--- config.mk ---
export PLATFORM = sky130hd
export DESIGN_NAME = aru_top
export DESIGN_NICKNAME = d
export VERILOG_FILES = /design/src/rtl/aru_pkg.sv /design/src/rtl/aru_step.sv /design/src/rtl/aru_rdmux.sv /design/src/rtl/aru_top.sv
export SDC_FILE = /design/constraint.sdc
export NUM_CORES = 1
export LEC_CHECK = 0
export BUFFER_PORTS_ARGS = -buffer_cell sky130_fd_sc_hd__buf_2
export CAP_MARGIN = 20
export CORE_UTILIZATION = 62
export CTS_BUF_LIST = sky130_fd_sc_hd__clkbuf_8 sky130_fd_sc_hd__clkbuf_16
export DETAILED_ROUTE_END_ITERATION = 12
export GPL_TIMING_DRIVEN = 1
export PLACE_DENSITY = 0.81
export SLEW_MARGIN = 20
export SYNTH_ARGS = -nofsm -noshare
export SYNTH_HDL_FRONTEND = slang
export SYNTH_SLANG_ARGS = --single-unit
--- constraint.sdc ---
create_clock -name clk -period 6.21 [get_ports clk]
set_clock_uncertainty 0.1 [all_clocks]
set_input_delay 1.242 -clock clk [delete_from_list [all_inputs] [get_ports clk]]
set_output_delay 1.242 -clock clk [all_outputs]
set_load 0.02 [all_outputs]
--- src/rtl/aru_pkg.sv ---
package aru_pkg;
    typedef enum logic [2:0] {
        MOD_NONE = 3'd0,
        MOD_INC  = 3'd1,
        MOD_DEC  = 3'd2,
        MOD_ADDX = 3'd3,
        MOD_SUBX = 3'd4
    } mod_op_e;
endpackage

--- src/rtl/aru_step.sv ---
module aru_step
    import aru_pkg::*;
#(
    parameter int W = 16
) (
    input  logic [W-1:0] base,
    input  logic [W-1:0] idx,
    input  logic [2:0]   op,
    output logic [W-1:0] res
);
    always_comb begin
        case (op)
            MOD_INC:  res = base + W'(1);
            MOD_DEC:  res = base - W'(1);
            MOD_ADDX: res = base + idx;
            MOD_SUBX: res = base - idx;
            default:  res = base;
        endcase
    end
endmodule

--- src/rtl/aru_rdmux.sv ---
module aru_rdmux #(
    parameter int W  = 16,
    parameter int N  = 8,
    parameter int PW = 3,
    parameter int TW = 4
) (
    input  logic [N-1:0][W-1:0] ar,
    input  logic [PW-1:0]       ptr,
    input  logic [W-1:0]        idx,
    input  logic [TW-1:0]       tgt,
    output logic [W-1:0]        data
);
    localparam int SLOTS = 2 ** TW;
    logic [W-1:0] opts [SLOTS];

    for (genvar g = 0; g < SLOTS; g++) begin : g_slot
        if (g < N) begin : g_ar
            assign opts[g] = ar[g];
        end else if (g == N) begin : g_ptr
            assign opts[g] = W'(ptr);
        end else if (g == N + 1) begin : g_idx
            assign opts[g] = idx;
        end else begin : g_zero
            assign opts[g] = '0;
        end
    end

    assign data = opts[tgt];
endmodule

--- src/rtl/aru_top.sv ---
module aru_top
    import aru_pkg::*;
#(
    parameter int W    = 16,
    parameter int NREG = 8
) (
    input  logic                    clk,
    input  logic                    rst_n,
    input  logic                    acc_en,
    input  logic [2:0]              mod_op,
    input  logic                    ptr_ld,
    input  logic [$clog2(NREG)-1:0] ptr_new,
    input  logic                    wr_en,
    input  logic [3:0]              wr_tgt,
    input  logic [W-1:0]            wr_data,
    input  logic [3:0]              rd_tgt,
    output logic [W-1:0]            rd_data,
    output logic [W-1:0]            addr_o,
    output logic                    addr_vld,
    output logic [$clog2(NREG)-1:0] ptr_o
);
    localparam int PW = $clog2(NREG);
    localparam int TW = 4;
    localparam logic [TW-1:0] TGT_PTR = TW'(NREG);
    localparam logic [TW-1:0] TGT_IDX = TW'(NREG + 1);

    typedef struct packed {
        logic [NREG-1:0][W-1:0] ar;
        logic [PW-1:0]          ptr;
        logic [W-1:0]           idx;
    } st_t;

    st_t          s_d, s_q;
    logic [W-1:0] mod_val_d;
    logic [2:0]   eff_op_d;

    assign eff_op_d = acc_en ? mod_op : 3'(MOD_NONE);

    aru_step #(.W(W)) u_step (
        .base (s_q.ar[s_q.ptr]),
        .idx  (s_q.idx),
        .op   (eff_op_d),
        .res  (mod_val_d)
    );

    always_comb begin
        s_d = s_q;
        if (acc_en) begin
            s_d.ar[s_q.ptr] = mod_val_d;
            if (ptr_ld) s_d.ptr = ptr_new;
        end
        if (wr_en) begin
            if (wr_tgt < TGT_PTR)       s_d.ar[wr_tgt[PW-1:0]] = wr_data;
            else if (wr_tgt == TGT_PTR) s_d.ptr = wr_data[PW-1:0];
            else if (wr_tgt == TGT_IDX) s_d.idx = wr_data;
        end
    end

    always_ff @(posedge clk or negedge rst_n) begin
        if (!rst_n) s_q <= '0;
        else        s_q <= s_d;
    end

    assign addr_o   = acc_en ? s_q.ar[s_q.ptr] : '0;
    assign addr_vld = acc_en;
    assign ptr_o    = s_q.ptr;

    aru_rdmux #(.W(W), .N(NREG), .PW(PW), .TW(TW)) u_rd (
        .ar   (s_q.ar),
        .ptr  (s_q.ptr),
        .idx  (s_q.idx),
        .tgt  (rd_tgt),
        .data (rd_data)
    );

    AST_PTR_NEXT: assert property (@(posedge clk) disable iff (!rst_n)
        acc_en && ptr_ld && !(wr_en && wr_tgt == TGT_PTR) |=> ptr_o == $past(ptr_new));
    AST_WRITE_WINS: assert property (@(posedge clk) disable iff (!rst_n)
        wr_en && wr_tgt < TGT_PTR |=> s_q.ar[$past(wr_tgt[PW-1:0])] == $past(wr_data));
    AST_IDLE_STABLE: assert property (@(posedge clk) disable iff (!rst_n)
        !acc_en && !wr_en |=> $stable(s_q));
    AST_INC_STEP: assert property (@(posedge clk) disable iff (!rst_n)
        acc_en && mod_op == 3'(MOD_INC) && !(wr_en && wr_tgt == TW'(s_q.ptr))
        |=> s_q.ar[$past(s_q.ptr)] == W'($past(addr_o) + W'(1)));
    AST_ADDR_TRACKS: assert property (@(posedge clk) disable iff (!rst_n)
        acc_en && mod_op == 3'(MOD_NONE) && !wr_en && !ptr_ld ##1 acc_en
        |-> addr_o == $past(addr_o));
endmodule

==> summary.txt <==
Clock tree
  • Cts repair resizes: 0
  • CTS tree: yes
  • Num CTS Buffers: 17
  • Hold-fix buffers, CTS: 0
  • CTS clk-pin slew, worst paths: 0.06 ns
  • Clock buffer depth: 2
  • Sinks on Clock Net: 147
  • Clk_lat worst skew: 0.44 ns
  • Postcts setup bufs: 0
  • CTS H-tree lvls: 4
  • Root Driver: clkbuf_16

STA
  • Final setup viols: 0
  • Setup TNS: 0 ns
  • Period utilization: 0.827
  • Fmax: 195 MHz
  • Max-slew headroom: 0.266
  • Pins Over Slew Limit: 0
  • Worst Tran Pin Value: 1.10 ns
  • Unrepaired setup endpoints after global routing: false
  • Hold Vio Cnt, Final: 0
  • Min Tclk post-route: 5.13 ns

GRT
  • Vias in the first global route: 10,300
  • GRT overflow: 0
  • Initial antenna violation count: 1
  • Largest net degree at the start of global routing: 107
  • First-pass GRT wire length: 57.7 mm
  • Overall Global Routing Usage: 0.433

Final layout
  • Most frequent cells in the layout: nand2_1 (156), dfrtp_1 (145), nor2_1 (125), o21ai_0 (108), a21oi_1 (107)
  • Footprint of the multi-input gates: 0.00655 sq mm
  • Area growth syn-to-layout: 10.5%
  • Final core utilization: 0.706
  • Layout cell share with drive strength beyond 1: 0.177
  • Sequential cell area: 0.00368 sq mm
  • Commonest non-fill, non-tap cell in the layout: nand2_1
  • Net count, final: 1,322
  • Fill cell count: 1,284

Critical path
  • Reg2Reg Setup Slack: ~1.1 ns
  • Critical path type: reg -> reg
  • Worst Setup End Kind: flip-flop
  • Critical path arrival: around 5.3 ns
  • Crit path launch type: flip-flop
  • Req. time, crit path: approximately 6.4 ns
  • Crit-path max FO: 17

Power and ir drop
  • Worst IR Drop VDD: 0.000264 V
  • Total power: 5.27 mW
  • Leakage: 4.99 nW
  • Cell Pwr Density: 448 mW/mm^2

Yosys
  • Syn nets: between 1,000 and 1,500
  • Syn. warnings: 0
  • Syn Inst Count: 1,250
  • Top-area cell type share of the netlist area: 0.346
  • Main combinational cell family by area after synthesis: compound AO/OA/AOI/OAI gates
  • Synth Area in Compound Gates: 0.232
  • Post-synth EDFFs: 0
  • Post-synth ARST share: 1.00
  • Simple-gate area share of the yosys netlist: 0.194
  • Post-synthesis mux area share: 0.164
  • Syn_area_per_cell: 8.51 sq um
  • XOR/XNOR share of the synthesized area: 0.000824
  • Ys flop type: dfrtp_1
  • Yosys reg bits: 147
  • Adder-cell share of the synthesized area: 0.0207
  • Post-synthesis cell area: roughly 0.011 sq mm
  • Synth area leaders: dfrtp_1 (35%), mux4_2 (7.6%), nand2_1 (5.5%)
  • Top cell type by total area after synthesis: dfrtp_1
  • Netlist cell types: between 60 and 70
  • Seq/Total Area, Yosys: 0.346

Floorplanning
  • # rows: 47
  • IO Count: 71
  • Initial Util: 0.639
  • Chip width: 133 microns
  • Die Ht: roughly 130 microns
  • Core area: 0.0166 sq mm
  • Full die area: 0.0177 sq mm

Hold path
  • HP Class: reg -> reg

Run
  • Max-cap violations: 0

Routing
  • 1st-iter DRT viols: about 1,800
  • Via count: 10,900
  • Wirelength, routed: 37.9 mm
  • Pre-antenna DRT Iters: 8
  • Via-to-Cell Ratio: 7.25
  • Wire per inst: 25.2 microns
  • DR DRC count: 0
  • ANT nets after route: 0

Place
  • Port bufs: 70
  • DP HPWL: 25.1 mm
  • Placer congestion estimate: 0.986

Status
  • Status: finished, final reports clean
[cell usage after synthesis (11+ instances only)]
cell type / count
ha_1: 16
clkbuf_1: 69
mux4_2: 36
and3_1: 19
a211oi_1: 19
or3_1: 29
and2_1: 21
o211ai_1: 13
a22oi_1: 11
o21ai_0: 108
buf_1: 23
nor3_1: 15
nand2_1: 156
dfrtp_1: 147
a21oi_1: 107
a31oi_1: 28
mux2_2: 37
mux2i_1: 50
o21ai_1: 23
o21a_1: 21
nor2_1: 128
nor2b_1: 12
a21o_1: 28
o221ai_1: 12
nand3_1: 26
[area by class of cell]
| type | count | share of cell area |
|---|---|---|
| Clock inverter | 13 | 0.0115 |
| Tap cell | 220 | 0.0234 |
| Antenna cell | 1 | 0.000213 |
| Clock buffer | 19 | 0.0386 |
| Timing Repair Buffer | 105 | 0.0527 |
| Multi-Input combinational cell | 989 | 0.557 |
| Sequential cell | 147 | 0.313 |
| Inverter | 10 | 0.00319 |
[critical path, cell delays in order (launching register included)]
cell and delay [ns]:
dfrtp_1 0.64, clkinv_1 0.77, nor2_1 0.29, a21oi_1 0.06, o221ai_1 0.37, ha_1 0.35, nor2b_1 0.18, o31a_1 0.28
o2111ai_1 0.28, a21oi_1 0.16, or4_1 0.49, a21oi_1 0.19, mux2i_1 0.64, a31oi_1 0.17
[registers in the layout, indices dropped and copies added (netlist names)]
signal	count
ptr_o	3
s_q	144
[where the power goes]
group          switching, mW  leakage [nW]  internal (mW)
clock                  0.434         0.277          0.611
sequential             0.442          1.78           1.40
combinational           1.34          2.94           1.04
total                   2.22          4.99           3.05
[per-layer routing]
layer | GRT usage | part of all wire
met1 | 0.552 | 0.36
met2 | 0.640 | 0.43
met3 | 0.153 | 0.15
met4 | 0.248 | 0.058
met5 | 0 | 0
[path summary, 6_finish.rpt]
check / endpoint / cells after the start / start
max in group asynchronous: s_q[97] / 2 / rst_n
setup / recovery: s_q[129] / 13 / ptr_o[2]
min in group asynchronous: s_q[112] / 1 / rst_n
hold / removal: s_q[30] / 2 / s_q[30]
hold reg to reg: s_q[30] / 2 / s_q[30]
setup reg to reg: s_q[129] / 13 / ptr_o[2]
[logic make-up (layout without fill, tap and decap cells)]
kind of cell,after synthesis,in the layout
adder cells (fa/ha/maj),17,17
flip-flops,147,147
multiplexers,124,124
XOR/XNOR,1,1
other,0,1
buffers and inverters,114,147
AND/OR/NAND/NOR,445,445
AO/OA/AOI/OAI,402,402
[stage by stage]
stage	hold slack [ns]	std cells	setup WS (ns)	area, sq um
after global placement	0.429	1469	1.07	11100
after detailed placement	0.440	1471	0.960	11200
after floorplan	0.401	1250	1.54	10600
after CTS	0.454	1503	1.32	11700
after global routing	0.485	1504	0.904	11700
final	0.460	1504	1.08	11700
Power figures use the tool's default switching activity.
